### src/rtl/spi_dma_pkg.sv
package spi_dma_pkg;
  typedef enum logic {
    DIR_RX = 1'b0,
    DIR_TX = 1'b1
  } dma_dir_e;
endpackage

### src/rtl/spi_dma_sync.sv
module spi_dma_sync #(
  parameter int W = 3
) (
  input  logic         clk_i,
  input  logic         rst_ni,
  input  logic [W-1:0] d_i,
  output logic [W-1:0] q_o
);
  for (genvar g = 0; g < W; g++) begin : g_bit
    logic s1_q, s2_q;
    always_ff @(posedge clk_i or negedge rst_ni) begin
      if (!rst_ni) begin
        s1_q <= 1'b0;
        s2_q <= 1'b0;
      end else begin
        s1_q <= d_i[g];
        s2_q <= s1_q;
      end
    end
    assign q_o[g] = s2_q;
  end
endmodule

### src/rtl/spi_dma_fifo.sv
module spi_dma_fifo #(
  parameter int DW    = 16,
  parameter int DEPTH = 4,
  localparam int AW   = $clog2(DEPTH)
) (
  input  logic          clk_i,
  input  logic          rst_ni,
  input  logic          flush_i,
  input  logic          push_i,
  input  logic [DW-1:0] wdata_i,
  input  logic          pop_i,
  output logic [DW-1:0] head_o,
  output logic          full_o,
  output logic          empty_o
);
  logic [DW-1:0] mem_q [DEPTH];
  logic [AW-1:0] wr_q, rd_q;
  logic [AW:0]   cnt_q;

  function automatic logic [AW-1:0] nxt(input logic [AW-1:0] p);
    return (p == AW'(DEPTH-1)) ? '0 : p + AW'(1);
  endfunction

  assign full_o  = (cnt_q == (AW+1)'(DEPTH));
  assign empty_o = (cnt_q == '0);
  assign head_o  = mem_q[rd_q];

  always_ff @(posedge clk_i or negedge rst_ni) begin
    if (!rst_ni) begin
      wr_q  <= '0;
      rd_q  <= '0;
      cnt_q <= '0;
      for (int i = 0; i < DEPTH; i++) mem_q[i] <= '0;
    end else if (flush_i) begin
      wr_q  <= '0;
      rd_q  <= '0;
      cnt_q <= '0;
    end else begin
      if (push_i) begin
        mem_q[wr_q] <= wdata_i;
        wr_q        <= nxt(wr_q);
      end
      if (pop_i) rd_q <= nxt(rd_q);
      cnt_q <= cnt_q + (AW+1)'(push_i) - (AW+1)'(pop_i);
    end
  end


  fifo_no_overflow_chk: assert property (@(posedge clk_i) disable iff (!rst_ni)
    (full_o && push_i && !flush_i) |-> pop_i);

  fifo_no_underflow_chk: assert property (@(posedge clk_i) disable iff (!rst_ni)
    (empty_o && !flush_i) |-> !pop_i);

  fifo_level_chk: assert property (@(posedge clk_i) disable iff (!rst_ni)
    (push_i && !pop_i && !flush_i) |=> (cnt_q == $past(cnt_q) + (AW+1)'(1)));
endmodule

### src/rtl/spi_dma_shifter.sv
module spi_dma_shifter #(
  parameter int MAX_W    = 16,
  parameter int NARROW_W = 8,
  localparam int BW      = $clog2(MAX_W)
) (
  input  logic             clk_i,
  input  logic             rst_ni,
  input  logic             sck_i,
  input  logic             mosi_i,
  input  logic             ss_act_i,
  input  logic             cpol_i,
  input  logic             cpha_i,
  input  logic             wide_i,
  input  logic [MAX_W-1:0] load_word_i,
  output logic             load_o,
  output logic             word_done_o,
  output logic [MAX_W-1:0] rx_word_o,
  output logic             miso_o
);
  logic             sck_q, ss_q;
  logic [BW-1:0]    bit_q, last_bit;
  logic [MAX_W-1:0] tx_sr_q, rx_sr_q, rx_next, mask;
  logic             rise, fall, lead, trail, samp, shft, ss_start;

  always_ff @(posedge clk_i or negedge rst_ni) begin
    if (!rst_ni) begin
      sck_q <= 1'b0;
      ss_q  <= 1'b0;
    end else begin
      sck_q <= sck_i;
      ss_q  <= ss_act_i;
    end
  end

  assign rise     = sck_i & ~sck_q;
  assign fall     = ~sck_i & sck_q;
  assign lead     = cpol_i ? fall : rise;
  assign trail    = cpol_i ? rise : fall;
  assign samp     = ss_act_i & (cpha_i ? trail : lead);
  assign shft     = ss_act_i & (cpha_i ? lead : trail);
  assign ss_start = ss_act_i & ~ss_q;
  assign last_bit = wide_i ? BW'(MAX_W-1) : BW'(NARROW_W-1);
  assign mask     = wide_i ? '1 : {{(MAX_W-NARROW_W){1'b0}}, {NARROW_W{1'b1}}};
  assign rx_next  = {rx_sr_q[MAX_W-2:0], mosi_i};

  // phase 0 preloads at select; otherwise load at first drive edge of a word
  assign load_o = (ss_start & ~cpha_i) | (shft & (bit_q == '0));
  assign miso_o = wide_i ? tx_sr_q[MAX_W-1] : tx_sr_q[NARROW_W-1];

  always_ff @(posedge clk_i or negedge rst_ni) begin
    if (!rst_ni) begin
      tx_sr_q     <= '0;
      rx_sr_q     <= '0;
      bit_q       <= '0;
      word_done_o <= 1'b0;
      rx_word_o   <= '0;
    end else begin
      word_done_o <= 1'b0;
      if (load_o)    tx_sr_q <= load_word_i;
      else if (shft) tx_sr_q <= tx_sr_q << 1;
      if (!ss_act_i) begin
        bit_q <= '0;
      end else if (samp) begin
        rx_sr_q <= rx_next;
        if (bit_q == last_bit) begin
          bit_q       <= '0;
          word_done_o <= 1'b1;
          rx_word_o   <= rx_next & mask;
        end else begin
          bit_q <= bit_q + BW'(1);
        end
      end
    end
  end


  done_pulse_chk: assert property (@(posedge clk_i) disable iff (!rst_ni)
    word_done_o |=> !word_done_o);
endmodule

### src/rtl/spi_dma_slave.sv
module spi_dma_slave
  import spi_dma_pkg::*;
#(
  parameter int DW    = 16,
  parameter int NW    = 8,
  parameter int DEPTH = 4,
  parameter int CW    = 16
) (
  input  logic          clk_i,
  input  logic          rst_ni,
  input  logic          cfg_tx_dir_i,
  input  logic          cfg_wide_i,
  input  logic          cfg_cpol_i,
  input  logic          cfg_cpha_i,
  input  logic          cfg_overwrite_i,
  input  logic          cfg_zero_fill_i,
  input  logic          sck_i,
  input  logic          mosi_i,
  input  logic          ss_ni,
  output logic          miso_o,
  output logic          dma_req_o,
  input  logic          dma_ack_i,
  input  logic [DW-1:0] dma_wdata_i,
  output logic [DW-1:0] dma_rdata_o,
  input  logic          cnt_load_i,
  input  logic [CW-1:0] cnt_value_i,
  output logic [CW-1:0] cnt_o,
  input  logic          tx_wr_i,
  input  logic [DW-1:0] tx_wdata_i,
  output logic [DW-1:0] rx_buf_o,
  output logic          tx_empty_o,
  output logic          underrun_o
);
  dma_dir_e      dir;
  logic [2:0]    pins_s;
  logic          sck_s, mosi_s, ss_act;
  logic          load, done, full, empty, push, pop, acc;
  logic [DW-1:0] rx_word, head, fifo_wdata, load_word;
  logic [DW-1:0] tdbr_q, last_q;
  logic [CW-1:0] cnt_q;

  assign dir = dma_dir_e'(cfg_tx_dir_i);

  spi_dma_sync #(.W(3)) u_sync (
    .clk_i, .rst_ni,
    .d_i ({ss_ni, mosi_i, sck_i}),
    .q_o (pins_s)
  );
  assign sck_s  = pins_s[0];
  assign mosi_s = pins_s[1];
  assign ss_act = ~pins_s[2];

  spi_dma_shifter #(.MAX_W(DW), .NARROW_W(NW)) u_shift (
    .clk_i, .rst_ni,
    .sck_i       (sck_s),
    .mosi_i      (mosi_s),
    .ss_act_i    (ss_act),
    .cpol_i      (cfg_cpol_i),
    .cpha_i      (cfg_cpha_i),
    .wide_i      (cfg_wide_i),
    .load_word_i (load_word),
    .load_o      (load),
    .word_done_o (done),
    .rx_word_o   (rx_word),
    .miso_o
  );

  assign dma_req_o  = (cnt_q != '0) && ((dir == DIR_TX) ? !full : !empty);
  assign acc        = dma_ack_i && dma_req_o;
  assign push       = (dir == DIR_TX) ? acc : (done && !full);
  assign pop        = (dir == DIR_TX) ? (load && !empty) : acc;
  assign fifo_wdata = (dir == DIR_TX) ? dma_wdata_i : rx_word;

  spi_dma_fifo #(.DW(DW), .DEPTH(DEPTH)) u_fifo (
    .clk_i, .rst_ni,
    .flush_i (cnt_load_i),
    .push_i  (push),
    .wdata_i (fifo_wdata),
    .pop_i   (pop),
    .head_o  (head),
    .full_o  (full),
    .empty_o (empty)
  );

  always_comb begin
    if (dir == DIR_TX)
      load_word = !empty ? head : (cfg_zero_fill_i ? '0 : last_q);
    else
      load_word = cfg_zero_fill_i ? '0 : tdbr_q;
  end

  always_ff @(posedge clk_i or negedge rst_ni) begin
    if (!rst_ni) begin
      cnt_q      <= '0;
      tdbr_q     <= '0;
      last_q     <= '0;
      rx_buf_o   <= '0;
      underrun_o <= 1'b0;
    end else begin
      if (cnt_load_i) cnt_q <= cnt_value_i;
      else if (acc)   cnt_q <= cnt_q - CW'(1);
      if (tx_wr_i) tdbr_q <= tx_wdata_i;
      if (dir == DIR_TX && load && !empty) last_q <= head;
      if (dir == DIR_RX && done && (!full || cfg_overwrite_i)) rx_buf_o <= rx_word;
      underrun_o <= (dir == DIR_TX) && load && empty;
    end
  end

  assign cnt_o       = cnt_q;
  assign dma_rdata_o = head;
  assign tx_empty_o  = (dir == DIR_TX) ? empty : 1'b1;


  cnt_step_chk: assert property (@(posedge clk_i) disable iff (!rst_ni)
    (dma_ack_i && dma_req_o && !cnt_load_i) |=> (cnt_o == $past(cnt_o) - CW'(1)));

  cnt_zero_idle_chk: assert property (@(posedge clk_i) disable iff (!rst_ni)
    (cnt_o == '0) |-> !dma_req_o);

  rx_no_underrun_chk: assert property (@(posedge clk_i) disable iff (!rst_ni)
    (dir == DIR_RX) |-> (tx_empty_o && !underrun_o));

  tx_rx_ignore_chk: assert property (@(posedge clk_i) disable iff (!rst_ni)
    (dir == DIR_TX) |=> $stable(rx_buf_o));

  drop_keep_chk: assert property (@(posedge clk_i) disable iff (!rst_ni)
    (dir == DIR_RX && done && full && !cfg_overwrite_i) |=> $stable(rx_buf_o));
endmodule

### config.mk
export PLATFORM = sky130hd
export DESIGN_NAME = spi_dma_slave
export DESIGN_NICKNAME = d
export VERILOG_FILES = /design/src/rtl/spi_dma_pkg.sv /design/src/rtl/spi_dma_sync.sv /design/src/rtl/spi_dma_fifo.sv /design/src/rtl/spi_dma_shifter.sv /design/src/rtl/spi_dma_slave.sv
export SDC_FILE = /design/constraint.sdc
export NUM_CORES = 1
export LEC_CHECK = 0
export CELL_PAD_IN_SITES_DETAIL_PLACEMENT = 2
export CELL_PAD_IN_SITES_GLOBAL_PLACEMENT = 2
export CORE_ASPECT_RATIO = 0.6
export CORE_MARGIN = 1
export CORE_UTILIZATION = 45
export CTS_CLUSTER_SIZE = 14
export DETAILED_ROUTE_END_ITERATION = 12
export DONT_BUFFER_PORTS = 1
export PLACE_DENSITY = 0.86
export SETUP_SLACK_MARGIN = 0.05
export SYNTH_ARGS = -nofsm -noshare
export SYNTH_HDL_FRONTEND = slang
export SYNTH_SLANG_ARGS = --single-unit
### constraint.sdc
create_clock -name clk_i -period 8.6 [get_ports clk_i]
set_clock_uncertainty 0.15 [all_clocks]
set_input_delay 1.72 -clock clk_i [delete_from_list [all_inputs] [get_ports clk_i]]
set_output_delay 1.72 -clock clk_i [all_outputs]
set_load 0.1 [all_outputs]
==> results.json, run 1 <==
{
  "crit_arrival_ns": 3.38,
  "status": "completed",
  "critPathRequiredTime_ns": 6.73,
  "rr_startpoint": "cnt_o[0]",
  "synth-main-ff-cell": "dfrtp_1",
  "die_height_microns": 113.1,
  "hp-class": "flip-flop to flip-flop",
  "hpwl_mm": 18.26,
  "antenna_found_initial": 3,
  "grt_use_met3": 0.06421,
  "netlist.area_leader.share": 0.5298,
  "avgRoutedWirePerCell_microns": 27.00,
  "cts-root-buf": "clkbuf_16",
  "cp_slowest_cell": "dfrtp_1",
  "syn_avg_cell_area_sq_um": 12.68,
  "power_frac_clock": 0.279,
  "drive_gt1_frac": 0.2926,
  "irDropWorstVdd_v": 0.0001596,
  "postSynthCellCount": 730,
  "initial_core_util": 0.4613,
  "grt_max_degree": 197,
  "core_sq_um": 20070,
  "post_cts_buffers": 0,
  "maxSlewHeadroom": 0.1889,
  "first_pass_iters": 4,
  "setup_viol": 0,
  "p_int_w": 0.001807,
  "dieArea_sq_um": 21170,
  "cts_tree": "done",
  "cts_hold_buf": 0,
  "numCtsBuffers": 17,
  "synth.top_cells.by_area": "dfrtp_1 (53%), mux2_2 (14%), mux2_4 (5.8%), mux4_2 (3.9%), nand2_1 (2.8%)",
  "combPwrFrac": 0.292,
  "io_buffers": 0,
  "drc": 0,
  "drv_cap": 0,
  "synth-seq-area-share": 0.5298,
  "cp-start-kind": "flip-flop",
  "final_cell_mix": "dfrtp_1 (196), mux2_2 (113), nand2_1 (68), mux2_4 (36), a21oi_1 (33)",
  "critical_path.endpoint_type": "primary output",
  "seq_power_share": 0.429,
  "powerDensity_nw_per_um2": 300.9,
  "post-route-util": 0.4991,
  "clkSlewWorstSetupHoldPaths_ns": 0.07,
  "synth_cell_types": 59,
  "p_leak_nw": 4.522,
  "tns_ns": 0,
  "ioPinCount": 114,
  "rsz0062_at_grt": "false",
  "worstPathCellList": "inv_1, ha_1, nor3b_1, and3_1, a21oi_2",
  "grt.met2_usage": 0.4473,
  "gp_congestion": 0.8509,
  "fin_crit_sh": 0.6107,
  "die_w_microns": 187.2,
  "cts.sinks": 196,
  "crit_type": "flip-flop to primary output",
  "drt-total-wl_mm": 26.89,
  "fmax_mhz": 190.4,
  "floorplan.rows": 40,
  "path_max_fanout": 5,
  "synth_fp_nets": 803,
  "finalPower_w": 0.003014,
  "swShare": 0.4006,
  "dpl-instance-area_sq_um": 9410,
  "grt-ovfl-total": 0,
  "ant_nets": 0,
  "nNetsFinal": 782,
  "hold_start": "u_sync.g_bit[1].s1_q",
  "ys_warn_count": 0,
  "syn-cell-area_sq_um": 9258,
  "synth_top_cell_by_area": "dfrtp_1",
  "finalHoldViolCount": 0,
  "async_flop_share": 1.000,
  "cp-startpoint": "cnt_o[0]",
  "cts_resized": 0,
  "cts_buffer_depth": 2,
  "busiest_layer": "met2",
  "post_drt_via_cell_ratio": 6.036,
  "num_vias": 6012,
  "final_area_sq_um": 10020,
  "gr-usage-all-layers": 0.2693,
  "slew_violations": 0,
  "ys_ff_latch": 196,
  "tightestPinTransition_ns": 1.213,
  "grt_first_pass_wirelength_mm": 42.68,
  "area_growth_pct": 8.191,
  "period_needed_ns": 5.252,
  "drt-initial-drc-count": 394,
  "use_met1": 0.3465,
  "cts_max_level": 4,
  "grt_pass1_vias": 6858,
  "layout_commonest_cell": "dfrtp_1",
  "synth_edf_count": 0,
  "clk_latency_ns": 0.45,
  "slowest_delay_ns": 0.99,
  "switchingPower_w": 0.001207
}
-- through the flow --
stage | worst slack [ns] | cells | hold slack [ns]
2_1_floorplan | 3.288 | 730 | 0.1812
3_3_place_gp | 3.851 | 963 | 0.1847
3_5_place_dp | 3.832 | 963 | 0.1879
4_1_cts | 3.349 | 994 | 0.2108
5_1_grt | 3.289 | 996 | 0.2151
6_report | 3.348 | 996 | 0.2099
-- sequential cells by signal (all words and copies together) (netlist names), 15 cells and up --
signal,count
rx_buf_o,16
cnt_o,16
u_shift.tx_sr_q,16
u_fifo.mem_q,64
u_shift.rx_sr_q,15
u_shift.rx_word_o,16
last_q,16
tdbr_q,16
-- power groups by stage --
stage	Combinational, W	Sequential, W	Clock (W)
global route	0.000924	0.00131	0.000882
detailed placement	0.000870	0.00130	0
global placement	0.000821	0.00128	0
floorplan	0.000723	0.00124	0
finish	0.000880	0.00129	0.000840
CTS	0.000884	0.00129	0.000854
-- per-layer routing --
layer / up-vias / share of wire
met5: - / 0.00052
met4: 2 / 0.021
met3: 39 / 0.051
met2: 127 / 0.49
met1: 3261 / 0.43
li1: 2583 / -
-- critical path: cells and delay by family, from the launching register on --
kind                       cells  cell delay (ns)
DFF                            1             0.99
buffers and inverters          1             0.21
adders and majority gates      1             0.29
and+or+nand+nor                2             0.54
AOI/OAI and AO/OA              1             0.90
-- synth_stat cells, types with 3 or more instances --
library cell / instances
dfrtp_1: 196
mux2_2: 113
nand2_1: 68
mux2_4: 36
a21oi_1: 34
clkbuf_1: 31
nor2_1: 29
o21ai_0: 26
inv_1: 17
mux4_2: 16
a31oi_1: 15
nand3_1: 13
a221o_1: 10
buf_6: 10
ha_1: 10
xor2_1: 8
and3_1: 6
o211ai_1: 6
xnor2_1: 6
nor3_1: 5
or3_1: 5
buf_2: 4
mux2_1: 4
nand3b_1: 4
o211a_1: 4
or4_1: 4
a211o_1: 3
mux2i_1: 3
nand2b_1: 3
nor4_1: 3
o2111ai_1: 3
o31ai_1: 3
-- cells by family (layout without fill, tap and decap cells) --
family	after synthesis	count (layout)	share of synthesized area
adders and majority gates	11	11	0.01568
xor gates and xnor gates	14	14	0.01325
and+or+nand+nor	158	158	0.08244
DFF	196	196	0.5298
buffers and inverters	63	54	0.03419
muxes	172	172	0.2429
AOI/OAI and AO/OA	116	116	0.08177
other	0	2	0
-- path summary, 6_finish.rpt --
| path | depth (start not counted) | to | slack (ns) |
|---|---|---|---|
| min | 0 | u_sync.g_bit[1].s2_q | 0.21 |
| max in group asynchronous | 0 | last_q[14] | 7.10 |
| min reg2reg | 0 | u_sync.g_bit[1].s2_q | 0.21 |
| min in group asynchronous | 0 | tdbr_q[14] | 0.83 |
| max reg2reg | 15 | u_fifo.cnt_q[2] | 3.98 |
| max | 5 | dma_req_o | 3.35 |
-- final cells by class --
class,instances,area [sq um]
Clock inverter,13,171.4
Clock buffer,18,429.2
Antenna cell,2,5.005
Sequential cell,196,4905
Multi-Input combinational cell,471,4059
Timing Repair Buffer,5,37.54
Fill cell,1885,10050
Inverter,18,67.56
Tap cell,273,341.6
No activity file was read; power rests on OpenSTA's default activity.
==> inputs of run 2 (changes only) <==
Settings changed: CORE_UTILIZATION 45 to 44, PLACE_DENSITY 0.86 to 0.84.
Clock period 8.6 ns to 5.1 ns, I/O delays scaled along.
==> run 2 against run 1 <==
Flip-flop and latch count is the same. Global-route usage fell by 0.68 points. Non-clock buffer count up 6. Final cell count up 0.60%. Combinational power increased by 76%. Critical path depth increased by 8. Hold slack worse by 0.086 ns. Power rose by 71%. Clock power is 75% higher. Sequential share of layout area fell by 0.39 points. Critical endpoint is now u_fifo.cnt_q[2].
==> results.json, run 2 (same netlist as run 1, synthesis figures left out) <==
{
  "dieArea_sq_um": 21640,
  "tightestPinTransition_ns": 1.156,
  "regMostFlops": "u_fifo.mem_q",
  "ioPinCount": 114,
  "initial_core_util": 0.4556,
  "reg2reg_slack_ns": 0.93,
  "period_needed_ns": 4.172,
  "fmax_mhz": 239.7,
  "drt-initial-drc-count": 378,
  "first_pass_iters": 4,
  "cp-start-kind": "flip-flop",
  "area_growth_pct": 9.055,
  "grt_pass1_vias": 6832,
  "cts.sinks": 196,
  "gp_congestion": 0.8511,
  "maxSlewHeadroom": 0.2270,
  "crit_type": "flip-flop to flip-flop",
  "path_max_fanout": 6,
  "hp-class": "input port to async pin",
  "floorplan.rows": 40,
  "gr-usage-all-layers": 0.2625,
  "grt-ovfl-total": 0,
  "rsz0062_at_grt": "false",
  "cts_max_level": 4,
  "drc": 0,
  "post-route-util": 0.4969,
  "antenna_found_initial": 2,
  "fin_crit_sh": 0.8180,
  "numCtsBuffers": 17,
  "rr_startpoint": "cnt_o[3]",
  "cts_resized": 0,
  "num-fill-cells": 1966,
  "core_sq_um": 20320,
  "slew_violations": 0,
  "hpwl_mm": 18.00,
  "reg2reg_depth": 13,
  "cts_tree": "done",
  "setup_viol": 0,
  "drive_gt1_frac": 0.3008,
  "powerDensity_nw_per_um2": 510.3,
  "post_cts_buffers": 0,
  "layout_commonest_cell": "dfrtp_1",
  "p_leak_nw": 4.573,
  "cts-root-buf": "clkbuf_16",
  "critical_path.endpoint_type": "flip-flop",
  "crit_arrival_ns": 4.36,
  "io_buffers": 0,
  "critPathRequiredTime_ns": 5.29,
  "drt-total-wl_mm": 26.78,
  "largest_reg_flops": 64,
  "grt_max_degree": 197,
  "post_drt_via_cell_ratio": 5.902,
  "avgRoutedWirePerCell_microns": 26.73,
  "nNetsFinal": 788,
  "status": "completed",
  "cts_hold_buf": 0,
  "clk_latency_ns": 0.45,
  "ant_nets": 0,
  "cts_buffer_depth": 2,
  "cp-startpoint": "cnt_o[3]",
  "final_cell_mix": "dfrtp_1 (196), mux2_2 (113), nand2_1 (68), mux2_4 (36), a21oi_1 (33)",
  "irDropWorstVdd_v": 0.0002758,
  "clkSlewWorstSetupHoldPaths_ns": 0.08,
  "die_w_microns": 189.3,
  "tns_ns": 0,
  "cp-endpoint": "u_fifo.cnt_q[2]",
  "finalHoldViolCount": 0,
  "drv_cap": 0,
  "r2r_end": "u_fifo.cnt_q[2]",
  "die_height_microns": 114.4,
  "grt_first_pass_wirelength_mm": 42.04,
  "num_vias": 5914
}
run 2: cell type report:
cell class                      instances  area, sq um  area share
Sequential cell                       196         4905      0.4858
Multi-Input combinational cell        471         4059      0.4020
Clock buffer                           17        425.4     0.04214
Tap cell                              273        341.6     0.03383
Clock inverter                         15        212.7     0.02107
Timing Repair Buffer                   11        82.58    0.008179
Inverter                               18        67.56    0.006692
Antenna cell                            1        2.502   0.0002479
run 2: report_power, final:
group          internal, W  leakage, nW  switching (W)
Combinational     0.000471         1.69        0.00108
Clock             0.000797        0.310       0.000675
Sequential         0.00182         2.57       0.000313
run 2: critical path, cell delays in order, from the launching register on:
cell and delay [ns]:
dfrtp_1 0.77, nor3b_1 0.78, nand3_1 0.38, o21ai_2 0.38
o21a_1 0.23, inv_1 0.06, ha_1 0.26, inv_1 0.07
ha_1 0.14, inv_1 0.05, fa_1 0.39, xor2_1 0.19
xnor2_1 0.14, nor2_1 0.06
run 2: metrics by stage:
step / worst slack (ns) / total power (W) / std cells / instance area, sq um / hold slack (ns)
2_1_floorplan: 0.2202 / 0.003317 / 730 / 9258 / 0.1812
3_3_place_gp: 1.189 / 0.003568 / 969 / 9455 / 0.1826
3_5_place_dp: 0.9674 / 0.003679 / 969 / 9455 / 0.1904
4_1_cts: 0.9339 / 0.005193 / 1001 / 10090 / 0.09598
5_1_grt: 0.6718 / 0.005342 / 1002 / 10100 / 0.09487
6_report: 0.9283 / 0.005152 / 1002 / 10100 / 0.1238
run 2: worst min path at each step:
stage / start / to / slack, ns / depth (start not counted)
finish: rst_ni / u_fifo.mem_q[17] / 0.12 / 0
global route: rst_ni / u_fifo.mem_q[17] / 0.09 / 0
CTS: rst_ni / rx_buf_o[4] / 0.1 / 0
detailed placement: u_sync.g_bit[0].s1_q / u_sync.g_bit[0].s2_q / 0.19 / 0
global placement: u_sync.g_bit[2].s1_q / u_sync.g_bit[2].s2_q / 0.18 / 0
floorplan: u_sync.g_bit[0].s1_q / u_sync.g_bit[0].s2_q / 0.18 / 0
run 2: metal layers:
| metal | up-vias | global-route usage | wire length [microns] |
|---|---|---|---|
| li1 | 2602 | - | - |
| met1 | 3153 | 0.3364 | 11480 |
| met2 | 128 | 0.4453 | 13480 |
| met3 | 31 | 0.06589 | 1377 |
| met4 | 0 | 0.07151 | 444 |
| met5 | - | 0 | 0 |
